--- config.mk ---
export PLATFORM = sky130hd
export DESIGN_NAME = sib_scan_net
export DESIGN_NICKNAME = d
export VERILOG_FILES = /design/src/rtl/sib_scan_net.sv
export SDC_FILE = /design/constraint.sdc
export NUM_CORES = 1
export LEC_CHECK = 0
export BUFFER_PORTS_ARGS = -buffer_cell sky130_fd_sc_hd__buf_2
export CORE_MARGIN = 3
export CORE_UTILIZATION = 25
export CTS_CLUSTER_SIZE = 24
export DETAILED_ROUTE_END_ITERATION = 16
export PLACE_DENSITY = 0.44
export SLEW_MARGIN = 25
export SYNTH_ARGS = -nofsm -noshare
export SYNTH_HDL_FRONTEND = slang
export SYNTH_SLANG_ARGS = --single-unit
--- constraint.sdc ---
create_clock -name clk -period 1.7 [get_ports clk]
set_input_delay 0.34 -clock clk [delete_from_list [all_inputs] [get_ports clk]]
set_output_delay 0.34 -clock clk [all_outputs]
set_load 0.05 [all_outputs]
--- src/rtl/sib_scan_net.sv ---
module sib_scan_net #(
  parameter int N_INST  = 3,
  parameter int N_CHAIN = 4,
  parameter int DW      = 3,
  parameter int GW      = 2,
  parameter int SCI     = N_INST - 1
) (
  input  logic               clk,
  input  logic               rst_n,
  input  logic               scan_in,
  input  logic               shift_en,
  input  logic               capture_en,
  input  logic               update_en,
  output logic               scan_out,
  output logic [GW-1:0]      gw_cfg,
  output logic [N_CHAIN-1:0] chain_se
);

  logic [GW-1:0]      gw_s, gw_u;
  logic [N_INST:0]    link;
  logic [N_INST-1:0]  sib_upd;
  logic [N_CHAIN-1:0] ctl_upd;

  always_ff @(posedge clk or negedge rst_n) begin
    if (!rst_n) begin
      gw_s <= '0;
      gw_u <= '0;
    end else if (capture_en) begin
      gw_s <= gw_u;
    end else if (shift_en) begin
      gw_s <= {gw_s[GW-2:0], scan_in};
    end else if (update_en) begin
      gw_u <= gw_s;
    end
  end

  assign link[0] = gw_s[GW-1];
  assign gw_cfg  = gw_u;

  for (genvar k = 0; k < N_INST; k++) begin : g_seg
    localparam int W = (k == SCI) ? N_CHAIN : DW;
    logic         sib_s, sib_u;
    logic [W-1:0] t_s, t_u;

    always_ff @(posedge clk or negedge rst_n) begin
      if (!rst_n) begin
        sib_s <= 1'b0;
        sib_u <= 1'b0;
        t_s   <= '0;
        t_u   <= '0;
      end else if (capture_en) begin
        sib_s <= sib_u;
        if (sib_u) t_s <= t_u;
      end else if (shift_en) begin
        sib_s <= link[k];
        if (sib_u) t_s <= {t_s[W-2:0], sib_s};
      end else if (update_en) begin
        sib_u <= sib_s;
        if (sib_u) t_u <= t_s;
      end
    end

    assign link[k+1]  = sib_u ? t_s[W-1] : sib_s;
    assign sib_upd[k] = sib_u;

    if (k == SCI) begin : g_ctl
      assign ctl_upd = t_u;
    end
  end

  assign scan_out = link[N_INST];
  assign chain_se = ctl_upd & {N_CHAIN{sib_upd[SCI]}};

endmodule

* Word-level counts from Yosys, hierarchy flattened
Index checks and enable logic that the tools add are counted. Widths: inputs -> output; s select.
Cells by class: multiplexer cells 23, bitwise logic cells 3, reductions and logical operators 8
Operators with widths (number):
- $mux 3 | 8
- $mux 4 | 4
- $reduce_and 4->1 | 3
- $mux 1 | 9
- $reduce_and 2->1 | 3
- $and 4x4->4 | 1
- $mux 2 | 2
- $reduce_and 3->1 | 1
- $not 1->1 | 2
- $reduce_bool 2->1 | 1
Word-level totals: bits in registers 30, input port bits 6, output and inout bits 7, logic and storage cells 48

* Logic depth before layout (Yosys ltp)
Gate-level depths: netlist of the first run.
depth in word-level cells 3, mapped depth 4, gate-level depth less buffers 3

* Worst setup path before layout of the first run
No wires, ideal clock.
kind reg2out, start register g_seg[2].sib_u, end output scan_out, arrival time 1.083 ns, required time 1.360 ns, slack 0.277 ns, stages on the path, launching flop included 3, path buffers 1, path through dfrtp_1 clkbuf_1 mux2_2
Between the ends: word-level cells in the longest chain between the ends 1
Ends and longest elaborated chain:
- start: declaration | line 42 | logic sib_s, sib_u;
- start signal: assignment | line 58 | sib_u <= sib_s;
- $mux 1 | line 63 | assign link[k+1] = sib_u ? t_s[W-1] : sib_s;
- end: declaration | line 14 | output logic scan_out,
Every way passes these cells.

* Final worst setup path of the first run
Ends and elaborated chain as after synthesis.

==> impl_results.md, run 1 <==
- CTS max path bufs: 2
- H-tree Lvls: 2
- Initial core utilization: 0.263
- Final net count: 143
- Worst setup path startpoint: g_seg[2].sib_u
- Flop-to-flop setup slack: 0.38 ns
- Vias in the first global route: 1044
- Drt pass-1 iters: 4
- Die width: 80.0 um
- Syn avg cell area: 11.4 sq um
- Non-filler instance count after layout: 208
- Hold Slack: 0.0929 ns
- Core region area: 5200 sq um
- Drt initial violations: 52
- Max-cap violations: 0
- Minimum clock period: 1.57 ns
- Unrepaired setup endpoints after global routing: no
- WP data arrival: 1.23 ns
- Power per cell area: 1780 nW/um^2
- Reg2reg end: ctl_upd[3]
- Yosys warning count: 0
- Clk sinks: 30
- Status: completed
- Top Ports: 13
- Startpoint Class: flop
- Pwr Total: 2.92 mW
- Crit path capture type: primary output
- # rows: 26
- First-pass GRT wire length: 5.04 mm
- Final Hold Fails: 0
- Placed cell count: 198
- Synth cell types: 20
- Clock latency on the worst-skew pair: 0.28 ns
- Pre-CTS setup slack: 0.218 ns
- Area grow syn2layout: 19.7%
- Initial antenna violation count: 0
- Slew Limit Fails: 0
- Port bufs: 12
- Critical path class: flop to primary output
- Largest net degree at the start of global routing: 31
- Required time worst endpoint: 1.36 ns
- Routed wl met3: 86 um
- Post-synth net total: 126
- Yosys reg bits: 30
- VDD IR-drop max: 579 uV
- Crit path to: scan_out
- DIE HEIGHT: 80.0 um
- Ranking of synthesized cells by area: dfrtp_1 (55%), mux2_2 (9.9%), o22ai_1 (7.3%), mux2_4 (4.4%), mux2i_1 (3.7%)
- Die footprint: 6400 sq um
- R2r startpoint: g_seg[2].sib_u
- Setup WS post-layout: 0.128 ns
- CTS tree: built
- Final period util: 0.925
- Max transition margin: 0.557
- Max Clk Rate: 0.636 GHz
- DR top layer: met4
- Gpl congestion: 0.720
- Clock skew: 0.00646 ns
- Post-synthesis sequential area ratio: 0.548
- Drt wl/cell: 13.8 um
- Layout cell share with drive strength beyond 1: 0.319
- Worst-path maximum fanout: 4
- Met2 wire length: 1.40 mm
- Routed wire length: 2.86 mm
- Clk slew on worst S/H paths: 0.06 ns
- Antenna Cells: 0
- DR DRC count: 0
- Most frequent cells in the layout: dfrtp_1 (29), o22ai_1 (16), mux2_2 (12), buf_2 (12), nand2_1 (11)
- Synth area leader: dfrtp_1
- Worst reg2reg path depth: 4
- Via count: 996
- Static Leak: 0.760 nW
- M1 WL: 1.29 mm
- Actual slew at the worst max-slew pin: 0.664 ns
- Post-DP HPWL: 1.94 mm
- CTS root buf: clkbuf_8
- GRT Residual Overflow: 0
- Yosys top cell area share: 0.548
- Clock buffers created by TritonCTS: 5
- Antenna-violating nets left: 0
- Hold Path Class: primary input to asynchronous set/reset pin
- Most common cell after layout, fill and taps aside: dfrtp_1
- Cell count after synthesis: 120
- Via density per instance: 4.79
- Final setup viols: 0
- Setup TNS: 0 ns
- Mapped cell area: 1370 sq um
- GRT Util Overall: 0.102
## flip-flops by register name (all words and copies together) (netlist names)
signal,flops
g_seg.sib_s,3
gw_s,2
g_seg.t_s,10
g_seg.sib_u,3
ctl_upd,4
gw_cfg,2
g_seg.t_u,6
## final cells by class
class                      count  area, sq um
clock buffer                   5         68.8
clock inverter                 3         40.0
fill                         559         3570
inverter                       3         11.3
multi-input combinational     80          568
sequential                    30          752
tap                           70         87.6
timing repair buffer          17          110
## repair_timing
| item | CTS | global route |
|---|---|---|
| buffers inserted | 0 | 2 |
| resized for setup | 1 | 0 |
| endpoints found under the setup margin | 1 | 1 |
| hold buffers | 0 | 0 |
## cells in the mapped netlist
cell,instances
dfrtp_1,30
and3_4,1
o22ai_1,16
clkbuf_1,2
inv_1,3
mux2_2,12
nor2b_1,1
nor2_1,2
and2_1,4
and3_1,2
nor2_2,1
a21oi_1,8
mux2_4,4
o21ai_0,5
nand2_1,11
nand3_1,6
mux2i_1,5
buf_2,4
a211o_1,2
buf_6,1
## worst max-delay path, cell delays in order (launching register included)
cell and delay (ns):
dfrtp_2 0.41, mux2_2 0.34, buf_2 0.21
## metal layers
metal  vias to the layer above  GRT usage
met5                         -          0
met4                         0     0.0557
met3                        11     0.0203
met2                        25      0.174
met1                       493      0.118
li1                        467          -
## through the flow
step,cell area (sq um),utilization
2_1_floorplan,1370,-
3_3_place_gp,1500,0.288
3_5_place_dp,1500,0.288
4_1_cts,1610,0.309
5_1_grt,1640,0.315
6_report,1640,0.315
## where the power goes
group	leakage [nW]	internal, mW	switching [mW]
logic	0.321	0.451	0.508
clock network	0.0579	0.431	0.267
registers	0.382	1.00	0.266
total	0.760	1.88	1.04
## worst min-delay path by stage
stage | start | endpoint | slack, ns | cells after the start
3_3_place_gp | rst_n | g_seg[0].t_u[1] | 0.41 | 1
3_5_place_dp | rst_n | g_seg[0].t_u[1] | 0.43 | 1
4_1_cts | rst_n | g_seg[1].sib_u | 0.12 | 1
2_1_floorplan | rst_n | ctl_upd[0] | 0.04 | 0
5_1_grt | rst_n | g_seg[2].sib_s | 0.15 | 1
6_report | rst_n | g_seg[0].t_u[1] | 0.09 | 1
## logic make-up (layout without fill, tap and decap cells)
| kind of cell | count (synthesis) | after routing | share of synthesized area |
|---|---|---|---|
| buffers and inverters | 10 | 28 | 0.0366 |
| multiplexers | 21 | 21 | 0.179 |
| AND/OR/NAND/NOR | 28 | 28 | 0.102 |
| flip-flops | 30 | 30 | 0.548 |
| AO/OA/AOI/OAI | 31 | 31 | 0.133 |
No activity file was read; power rests on OpenSTA's default activity.
==> run 2, diff against run 1 <==
MAX_ROUTING_LAYER = met4   (was not set)
==> impl_results.md, run 2 (same netlist as run 1, synthesis figures left out) <==
- Clock network fraction of design power: 0.239 (about the same)
- Power per cell area: 1780 nW/um^2 (about the same)
- Finished Cell Area: 1640 sq um (unchanged)
- Static Leak: 0.760 nW (unchanged)
- Initial antenna violation count: 0 (unchanged)
- Core region area: 5200 sq um (unchanged)
- Largest net degree at the start of global routing: 31 (unchanged)
- Routed wire length: 2.86 mm (unchanged)
- Cts hold-fix bufs: 0 (unchanged)
- Clock skew: 0.00646 ns (unchanged)
- Power share of the combinational group: 0.328 (about the same)
- Most frequent cells in the layout: dfrtp_1 (29), o22ai_1 (16), mux2_2 (12), buf_2 (12), nand2_1 (11)
- Max transition margin: 0.557 (about the same)
- Top Ports: 13 (unchanged)
- Pwr Total: 2.92 mW (about the same)
- Most common cell after layout, fill and taps aside: dfrtp_1
- WP data arrival: 1.23 ns (about the same)
- Placed Area: 1500 sq um (unchanged)
- Drt wl/cell: 13.8 um (unchanged)
- Crit path capture type: primary output
- H-tree Lvls: 2 (unchanged)
- Die width: 80.0 um (unchanged)
- CTS tree: built
- Clk slew on worst S/H paths: 0.06 ns (about the same)
- Startpoint Class: flop
- Post-DP HPWL: 1.94 mm (unchanged)
- Required time worst endpoint: 1.36 ns (about the same)
- Final setup viols: 0 (unchanged)
- GRT Util Overall: 0.104 (+0.00272)
- Clock buffers created by TritonCTS: 5 (unchanged)
- Clk sinks: 30 (unchanged)
- Port bufs: 12 (unchanged)
- P_sw: 1.04 mW (about the same)
- Worst-path maximum fanout: 4 (unchanged)
- Antenna Cells: 0 (unchanged)
- Largest register FFs: 10 (unchanged)
- Slew Limit Fails: 0 (unchanged)
- Gpl congestion: 0.729 (+1.2%)
- Initial core utilization: 0.263 (unchanged)
- Area grow syn2layout: 19.7% (unchanged)
- Clock latency on the worst-skew pair: 0.28 ns (about the same)
- CTS root buf: clkbuf_8
- Hold Path Class: primary input to asynchronous set/reset pin
- Drt initial violations: 54 (+3.8%)
- # rows: 26 (unchanged)
- Critical path class: flop to primary output
- Sw Ratio: 0.356 (about the same)
- Filler instances: 559 (unchanged)
- CP max stage cell: dfrtp_2
- Layout cell share with drive strength beyond 1: 0.319 (unchanged)
- Minimum clock period: 1.57 ns (+0.0000620 ns)
- Final net count: 143 (unchanged)
- Actual slew at the worst max-slew pin: 0.664 ns (-0.0000739 ns)
- GRT Residual Overflow: 0 (unchanged)
- Antenna-violating nets left: 0 (unchanged)
- DIE HEIGHT: 80.0 um (unchanged)
- Die footprint: 6400 sq um (unchanged)
- VDD IR-drop max: 579 uV (about the same)
- Max Clk Rate: 0.636 GHz (about the same)
- Via count: 996 (unchanged)
- Vias in the first global route: 1044 (unchanged)
- Unrepaired setup endpoints after global routing: no
- DR DRC count: 0 (unchanged)
- Cells along the critical path: mux2_2, buf_2
- Via density per instance: 4.79 (unchanged)
- First-pass GRT wire length: 5.04 mm (unchanged)
- Sequential share of power: 0.433 (about the same)
- Max-cap violations: 0 (unchanged)
- Largest register by flop count: g_seg.t_s
- Max incr delay on CP: 0.41 ns (about the same)
- Pre-CTS setup slack: 0.218 ns (unchanged)
- CTS max path bufs: 2 (unchanged)
- Setup TNS: 0 ns (unchanged)
- Final period util: 0.925 (about the same)
- Drt pass-1 iters: 4 (unchanged)
- Status: completed
- Setup WS post-layout: 0.128 ns (-0.0000620 ns)
- Final Hold Fails: 0 (unchanged)
- Int Pwr: 1.88 mW (about the same)
-- run 2: layer usage --
| metal | share of wire | track usage | up-vias |
|---|---|---|---|
| li1 | - | - | 467 |
| met1 | 0.45 | 0.118 | 493 |
| met2 | 0.49 | 0.174 | 25 |
| met3 | 0.030 | 0.0203 | 11 |
| met4 | 0.030 | 0.0557 | 0 |
| met5 | 0 | - | - |
-- run 2: final timing paths --
path	start	endpoint	slack [ns]	cells past startpoint
worst max-delay path	g_seg[2].sib_u	scan_out	0.13	2
worst min-delay path	rst_n	g_seg[0].t_u[1]	0.09	1
worst max register to register	g_seg[2].sib_u	ctl_upd[3]	0.38	4
worst min register to register	gw_cfg[1]	gw_s[1]	0.52	2
max in group asynchronous	rst_n	g_seg[2].sib_u	1.14	1
min in group clk	scan_in	gw_s[0]	0.36	3
-- run 2: metrics by stage --
step	util	instances	hold WS (ns)
final	0.315	208	0.0929
after global routing	0.315	208	0.145
after CTS	0.309	206	0.120
after detailed placement	0.288	198	0.425
after global placement	0.288	198	0.414
after floorplan	-	120	0.0444
-- run 2: power groups by stage --
| stage | logic, mW | clock network (mW) | registers (mW) |
|---|---|---|---|
| floorplan | 0.719 | 0 | 1.23 |
| global placement | 0.871 | 0 | 1.28 |
| detailed placement | 0.885 | 0 | 1.30 |
| CTS | 0.893 | 0.717 | 1.28 |
| global route | 1.05 | 0.749 | 1.31 |
| finish | 0.959 | 0.697 | 1.27 |
-- run 2: timing repair --
| action | in CTS | in global routing |
|---|---|---|
| pin swaps | 0 | 0 |
| gates resized for setup | 1 | 0 |
| setup buffers | 0 | 2 |
| endpoints found under the setup margin | 1 | 1 |
| hold endpoints to repair | 0 | 0 |
-- run 2: layout make-up --
class	instances	area (sq um)	area share
sequential	30	752	0.459
clock buffer	5	68.8	0.0420
clock inverter	3	40.0	0.0244
inverter	3	11.3	0.00688
timing repair buffer	17	110	0.0672
multi-input combinational	80	568	0.347
tap	70	87.6	0.0535
-- run 2: worst max-delay path, delay by kind of cell (launching register included) --
| kind | cells | cell delay (ns) |
|---|---|---|
| DFF | 1 | 0.41 |
| muxes | 1 | 0.34 |
| buffers and inverters | 1 | 0.21 |
